==> config.mk <==
export PLATFORM = sky130hd
export DESIGN_NAME = eoi_storm_ctl
export DESIGN_NICKNAME = d
export VERILOG_FILES = /design/src/rtl/eoi_storm_ctl.sv
export SDC_FILE = /design/constraint.sdc
export NUM_CORES = 1
export LEC_CHECK = 0
export BUFFER_PORTS_ARGS = -buffer_cell sky130_fd_sc_hd__buf_2
export CORE_AREA = 2 2 315 317
export CTS_CLUSTER_SIZE = 30
export DETAILED_ROUTE_END_ITERATION = 16
export DIE_AREA = 0 0 317 319
export GPL_ROUTABILITY_DRIVEN = 0
export GPL_TIMING_DRIVEN = 0
export SETUP_SLACK_MARGIN = 0.4
export SLEW_MARGIN = 20
export SYNTH_ARGS = -nofsm -noshare
export SYNTH_HDL_FRONTEND = slang
export SYNTH_SLANG_ARGS = --single-unit
==> constraint.sdc <==
create_clock -name clk -period 9.4 [get_ports clk]
set_input_delay 2.35 -clock clk [delete_from_list [all_inputs] [get_ports clk]]
set_output_delay 2.35 -clock clk [all_outputs]
set_load 0.1 [all_outputs]
==> src/rtl/eoi_storm_ctl.sv <==
module eoi_storm_ctl #(
  parameter int NPINS       = 24,
  parameter int VEC_W       = 8,
  parameter int STORM_LIMIT = 10000,
  parameter int DELAY_CYC   = 1250000
) (
  input  logic                   clk,
  input  logic                   rst_n,
  input  logic                   eoi_valid,
  input  logic [VEC_W-1:0]       eoi_vector,
  input  logic                   eoi_level,
  input  logic                   directed_eoi,
  input  logic [NPINS*VEC_W-1:0] pin_vector,
  input  logic [NPINS-1:0]       pin_level,
  input  logic [NPINS-1:0]       pin_mask,
  input  logic [NPINS-1:0]       pin_pending,
  input  logic [NPINS-1:0]       pin_remote,
  output logic                   busy,
  output logic [NPINS-1:0]       clr_remote,
  output logic [NPINS-1:0]       svc_req
);
  localparam int IDX_W = (NPINS > 1) ? $clog2(NPINS) : 1;
  localparam int CNT_W = $clog2(STORM_LIMIT + 1);
  localparam int TMR_W = $clog2(DELAY_CYC + 1);
  localparam logic [IDX_W-1:0] LAST = IDX_W'(NPINS - 1);

  logic [IDX_W-1:0] idx;
  logic [VEC_W-1:0] vec_q;
  logic             act_q;
  logic [CNT_W-1:0] cnt [NPINS];
  logic             tmr_run;
  logic [TMR_W-1:0] tmr_cnt;

  logic [VEC_W-1:0] cur_vec;
  logic             hit, want, storm, fire;
  logic [NPINS-1:0] sel, sweep_set;

  assign cur_vec   = pin_vector[idx*VEC_W +: VEC_W];
  assign sel       = NPINS'(1) << idx;
  assign hit       = busy && act_q && pin_level[idx] && (cur_vec == vec_q);
  assign want      = hit && !pin_mask[idx] && pin_pending[idx];
  assign storm     = want && (cnt[idx] == CNT_W'(STORM_LIMIT - 1));
  assign fire      = tmr_run && (tmr_cnt == '0);
  assign sweep_set = pin_level & pin_pending & ~pin_remote;

  always_ff @(posedge clk) begin
    if (!rst_n) begin
      busy       <= 1'b0;
      idx        <= '0;
      vec_q      <= '0;
      act_q      <= 1'b0;
      tmr_run    <= 1'b0;
      tmr_cnt    <= '0;
      clr_remote <= '0;
      svc_req    <= '0;
      for (int i = 0; i < NPINS; i++) cnt[i] <= '0;
    end else begin
      clr_remote <= hit ? sel : '0;
      svc_req    <= ((want && !storm) ? sel : '0) | (fire ? sweep_set : '0);

      if (hit) begin
        if (want) cnt[idx] <= storm ? '0 : cnt[idx] + CNT_W'(1);
        else      cnt[idx] <= '0;
      end

      if (fire)         tmr_run <= 1'b0;
      else if (tmr_run) tmr_cnt <= tmr_cnt - TMR_W'(1);
      else if (storm) begin
        tmr_run <= 1'b1;
        tmr_cnt <= TMR_W'(DELAY_CYC - 1);
      end

      if (!busy) begin
        if (eoi_valid) begin
          busy  <= 1'b1;
          idx   <= '0;
          vec_q <= eoi_vector;
          act_q <= eoi_level && !directed_eoi;
        end
      end else if (idx == LAST) begin
        busy <= 1'b0;
      end else begin
        idx <= idx + IDX_W'(1);
      end
    end
  end
endmodule

==> flow_summary.yaml, run 1 <==
run_status:
  status: "finished clean"
setup_path:
  critPathLaunchType: "input port"
  arrival_ns: 6.86
  required_ns: 9.65
  endpoint_kind: "register"
  worst-path-max-fanout: 14
  critPathKind: "input port to register"
placed_design:
  io_buffer_count: 349
  place_inst: 3749
  hpwl_um: 69780
logic_synthesis:
  postSynthAreaPerCell_um2: 13.12
  ys_warn_count: 0
  synth_edf_count: 448
  yosys_register_bits: 538
  ys_async_sr_fraction_pct: 0
  netlist_area_um2: 26260
  synth_ff_type: "edfxtp_1"
  synthTopCellsByArea: "edfxtp_1 (51%), mux4_2 (12%), dfxtp_1 (6.9%)"
  yosysUniqueCellTypes: 76
  netlist.area_leader.share_pct: 51.24
  ys_seq_area_share_pct: 58.10
  syn_inst: 2002
  synth_top_area_cell: "edfxtp_1"
sta:
  timing.slew.headroom_pct: 29.80
  fin_tns_setup_ns: 0
  timing.fmax_mhz: 151.3
  skew_ns: 0.02669
  min_period_over_period_pct: 70.33
  worstMarginPinSlew_ns: 1.045
  finalSetupViolCount: 0
  hold_violations: 0
  finalCriticalPeriod_ns: 6.611
  rsz0062_at_grt: "false"
  slew_viol_final: 0
clock_network:
  cts_setup_buffers: 0
  clk-insertion-delay-late_ns: 0.64
  clkSinkCount: 538
  cts_tree: "yes"
  root_buffer: "clkbuf_16"
  cts_buffer_depth: 3
  h-tree-depth: 2
  holdBufCountCts: 0
  cts-buffers-inserted: 56
  clk_pin_slew_ns: 0.06
  ctsResizeCount: 0
final_layout:
  nFillCells: 9775
  layout_common_cells: "edfxtp_1 (448), buf_2 (423), nor2_1 (149), mux4_2 (138), nand2_1 (130)"
  regArea_um2: 15250
  final_nets: 2829
  stdcell_count: 3860
  area_growth_pct: 21.71
  multi_input_area_um2: 10230
  final_common_cell: "edfxtp_1"
  drive_gt1_share_pct: 27.78
die:
  die_h_um: 319
  ioPinCount: 350
  start_util_pct: 26.87
  coreArea_um2: 97700
  die-width_um: 317
  die-area_um2: 101100
  rows: 115
detailed_routing:
  via_per_inst: 5.300
  wl_per_cell_um: 24.43
  drtAntennaViolNets: 0
  drt_wl_total_um: 94300
  vias: 20457
  route.detailed.drc: 0
  first_iter_violations: 2236
  dr.pass1.iters: 6
global_route:
  overflow: 0
  grt_use_total_pct: 18.40
  grt_pass1_wl_um: 136700
  grt_pass1_vias: 20098
  grt_max_degree: 16
  antenna_found_initial: 7
hold_path:
  worstHoldPathType: "register to register"
power_and_ir_drop:
  power_leakage_uw: 0.01165
  cellPowerDensity_nw_per_um2: 173.5
  ir_worst_vdd_uv: 145.2
flow_run:
  maxCapViolCount: 0
registers in the layout (all words and copies together) (netlist names), named ones only:
name and count:
tmr_cnt 21, cnt 448, idx 5, act_q 1, svc_req 24, vec_q 8
busy 1, tmr_run 1, clr_remote 24
Yosys cell counts, types with 11 or more instances:
| master | n |
|---|---|
| edfxtp_1 | 448 |
| nor2_1 | 149 |
| mux4_2 | 138 |
| nand2_1 | 130 |
| nor4_1 | 128 |
| nor3_1 | 120 |
| mux2i_1 | 109 |
| dfxtp_1 | 90 |
| clkbuf_1 | 79 |
| buf_2 | 74 |
| a21oi_1 | 60 |
| inv_1 | 51 |
| nand4_1 | 40 |
| nand3_1 | 39 |
| a22oi_1 | 30 |
| or3_1 | 27 |
| buf_4 | 26 |
| nor4b_1 | 26 |
| or4b_1 | 23 |
| nor2b_1 | 17 |
| nand2b_1 | 11 |
worst max-delay path, cell delays in order:
cell	delay [ns]
buf_2	0.11
mux4_2	0.46
a22oi_1	0.31
nand4_1	0.14
a41oi_1	0.48
nor4b_2	0.76
buf_2	0.36
nand4_1	0.51
clkbuf_1	0.50
nand2_1	0.85
worst paths after layout:
path / slack [ns] / cells after the start / end / from
min reg2reg: 0.46 / 2 / act_q$_SDFFE_PN0P_ / act_q$_SDFFE_PN0P_
min: 0.46 / 2 / act_q$_SDFFE_PN0P_ / act_q$_SDFFE_PN0P_
max reg2reg: 3.00 / 17 / cnt[26][10]$_DFFE_PP_ / register
max: 2.79 / 10 / cnt[4][2]$_SDFFCE_PN0P_ / pin_vector[122]
area by class of cell:
cell class                      count  area share, %
Tap cell                         1287          5.039
Sequential cell                   538          47.73
Clock inverter                     27         0.9632
Buffer                            197          3.124
Multi-Input combinational cell   1327          32.03
Clock buffer                       78          5.000
Timing Repair Buffer              349          5.466
Antenna cell                        6        0.04698
Inverter                           51         0.5990
report_power, final:
| group | switching [uW] | internal (uW) |
|---|---|---|
| sequential | 26.7 | 2690 |
| clock | 985 | 1330 |
| combinational | 322 | 193 |
cell families (layout without fill, tap and decap cells):
kind of cell	after synthesis	in the layout	share of synthesized area, %
AO/OA/AOI/OAI	167	167	4.217
XOR/XNOR	16	16	0.5337
adder cells (fa/ha/maj)	8	8	0.3812
buffers and inverters	248	702	4.527
flip-flops	538	538	58.10
multiplexers	252	252	16.22
other	1	118	0.01428
AND/OR/NAND/NOR	772	772	16.01
stage by stage:
stage,hold WS [ns],setup WS [ns],utilization [%],power (uW),instance area [um2]
after floorplan,0.4321,4.105,-,3040,26670
after CTS,0.4614,2.784,32.69,5556,31940
after global routing,0.4858,2.716,32.71,5690,31950
after detailed placement,0.4507,2.094,30.74,3269,30030
after global placement,0.4446,2.157,30.74,3261,30030
final,0.4608,2.789,32.71,5546,31960
per-layer routing:
| layer | vias up | routed length [um] | track usage (%) |
|---|---|---|---|
| met4 | 2 | 4333 | 8.134 |
| met1 | 10245 | 37150 | 24.20 |
| met3 | 227 | 8197 | 3.427 |
| met5 | - | 9 | 0 |
| met2 | 1218 | 44610 | 29.40 |
| li1 | 8765 | - | - |
(Power assumes the default switching activity.)
==> inputs of run 2 (changes only) <==
==> constraint.sdc (replaced) <==
create_clock -name clk -period 6.7 [get_ports clk]
set_input_delay 1.675 -clock clk [delete_from_list [all_inputs] [get_ports clk]]
set_output_delay 1.675 -clock clk [all_outputs]
set_load 0.1 [all_outputs]
==> run 2 against run 1 <==
Compared with the run above:
- sequential share of layout area barely moved
- first-iteration DRC count is 1.9% lower
- clock skew up 0.0040 ns
- highest routed layer unchanged
- worst setup slack worse by 2.3 ns
- critical path type is now register to register
- utilization hardly changed
- wire length about the same
- via count increased by 0.17%
- final cell count unchanged
- clock power up 40%
==> flow_summary.yaml, run 2 (synthesis results as in run 1) <==
clock_network:
  cts-buffers-inserted: 56
  h-tree-depth: 2
  ctsResizeCount: 0
  clkSinkCount: 538
  cts_setup_buffers: 0
  holdBufCountCts: 0
  clk_pin_slew_ns: 0.06
  clk-insertion-delay-late_ns: 0.64
  root_buffer: "clkbuf_16"
  cts_buffer_depth: 3
  cts_tree: "yes"
global_route:
  grt_max_degree: 16
  grt_pass1_vias: 20098
  overflow: 0
  grt_pass1_wl_um: 136700
  antenna_found_initial: 7
  grt_use_total_pct: 18.40
final_layout:
  drive_gt1_share_pct: 27.89
  multi_input_area_um2: 10240
  nFillCells: 9774
  regArea_um2: 15250
  area_growth_pct: 21.75
  layout_common_cells: "edfxtp_1 (448), buf_2 (423), nor2_1 (149), mux4_2 (138)"
  stdcell_count: 3860
  largest-register: "cnt"
  top_regs: "cnt (448), clr_remote (24), svc_req (24)"
  largest_reg_flops: 448
  final_nets: 2829
  post-route-util_pct: 32.72
  final_common_cell: "edfxtp_1"
placed_design:
  place_inst: 3749
  hpwl_um: 69780
  io_buffer_count: 349
sta:
  finalSetupViolCount: 0
  rsz0062_at_grt: "false"
  worstMarginPinSlew_ns: 1.038
  min_period_over_period_pct: 92.23
  slew_viol_final: 0
  timing.hold.ws_ns: 0.4611
  timing.fmax_mhz: 161.8
  finalCriticalPeriod_ns: 6.179
  skew_ns: 0.03067
  fin_tns_setup_ns: 0
  timing.slew.headroom_pct: 30.28
  hold_violations: 0
setup_path:
  endpoint_kind: "register"
  slowest_delay_ns: 0.80
  critPathLaunchType: "register"
  cpMaxStageDelayCell: "nand2_1"
  worst-path-max-fanout: 14
  crit_path_frequent_cell: "clkbuf_1"
  crit_chain: "inv_1 -> clkbuf_1 -> nor2_1 -> a22oi_1 -> or2_2 -> a41oi_1 -> nor4b_2 -> buf_2 -> nand4_1 -> clkbuf_1 -> nand2_1"
  critPathKind: "register to register"
  arrival_ns: 6.43
  required_ns: 6.95
power_and_ir_drop:
  ir_worst_vdd_uv: 201.1
  power_leakage_uw: 0.01165
  finalPower_uw: 7781
  cellPowerDensity_nw_per_um2: 243.4
flow_run:
  maxCapViolCount: 0
detailed_routing:
  drtAntennaViolNets: 0
  route.detailed.drc: 0
  first_iter_violations: 2193
  drt_wl_total_um: 94290
  wl_per_cell_um: 24.43
  via_per_inst: 5.309
  dr.pass1.iters: 5
  vias: 20491
hold_path:
  worstHoldPathType: "register to register"
die:
  start_util_pct: 26.87
  rows: 115
  die_h_um: 319
  die-width_um: 317
  die-area_um2: 101100
  coreArea_um2: 97700
  ioPinCount: 350
run_status:
  status: "finished clean"
==> run 2: final timing paths <==
check	end	cells after the start	slack, ns	start
worst max-delay path	cnt[0][6]$_SDFFCE_PN0P_	11	0.52	idx[2]$_SDFFE_PN0P_
worst min-delay path	act_q$_SDFFE_PN0P_	2	0.46	act_q$_SDFFE_PN0P_
worst max register to register	cnt[0][6]$_SDFFCE_PN0P_	11	0.52	idx[2]$_SDFFE_PN0P_
worst min register to register	act_q$_SDFFE_PN0P_	2	0.46	act_q$_SDFFE_PN0P_
==> run 2: power breakdown <==
| part | total (uW) | switching (uW) | internal (uW) |
|---|---|---|---|
| Combinational | 723 | 451 | 271 |
| Clock | 3250 | 1380 | 1870 |
| Sequential | 3800 | 37.3 | 3770 |
==> run 2: cell type report <==
class                           instances  share of cell area (%)
Timing Repair Buffer                  349                   5.464
Sequential cell                       538                   47.72
Multi-Input combinational cell       1327                   32.05
Buffer                                197                   3.123
Inverter                               51                  0.5989
Antenna cell                            6                 0.04697
Tap cell                             1287                   5.037
Clock inverter                         27                  0.9629
Clock buffer                           78                   4.998
==> run 2: metrics by stage <==
step	area, um2	worst slack, ns
after floorplan	26670	2.080
after global routing	31960	0.4011
after CTS	31940	0.4769
after global placement	30030	0.1322
final	31970	0.5209
after detailed placement	30030	0.06929
==> run 2: per-layer routing <==
layer / global-route usage [%] / share of wire, % / up-vias
li1: - / - / 8777
met1: 24.20 / 39 / 10257
met2: 29.40 / 47 / 1238
met3: 3.427 / 9.1 / 217
met4: 8.134 / 4.6 / 2
met5: 0 / 0.0095 / -
==> run 2: worst max-delay path: cells and delay by family, from the launching register on <==
| family | cells | cell delay, ns |
|---|---|---|
| buffers and inverters | 4 | 1.45 |
| AND/OR/NAND/NOR | 5 | 3.06 |
| AO/OA/AOI/OAI | 2 | 0.64 |
| flip-flops | 1 | 0.64 |
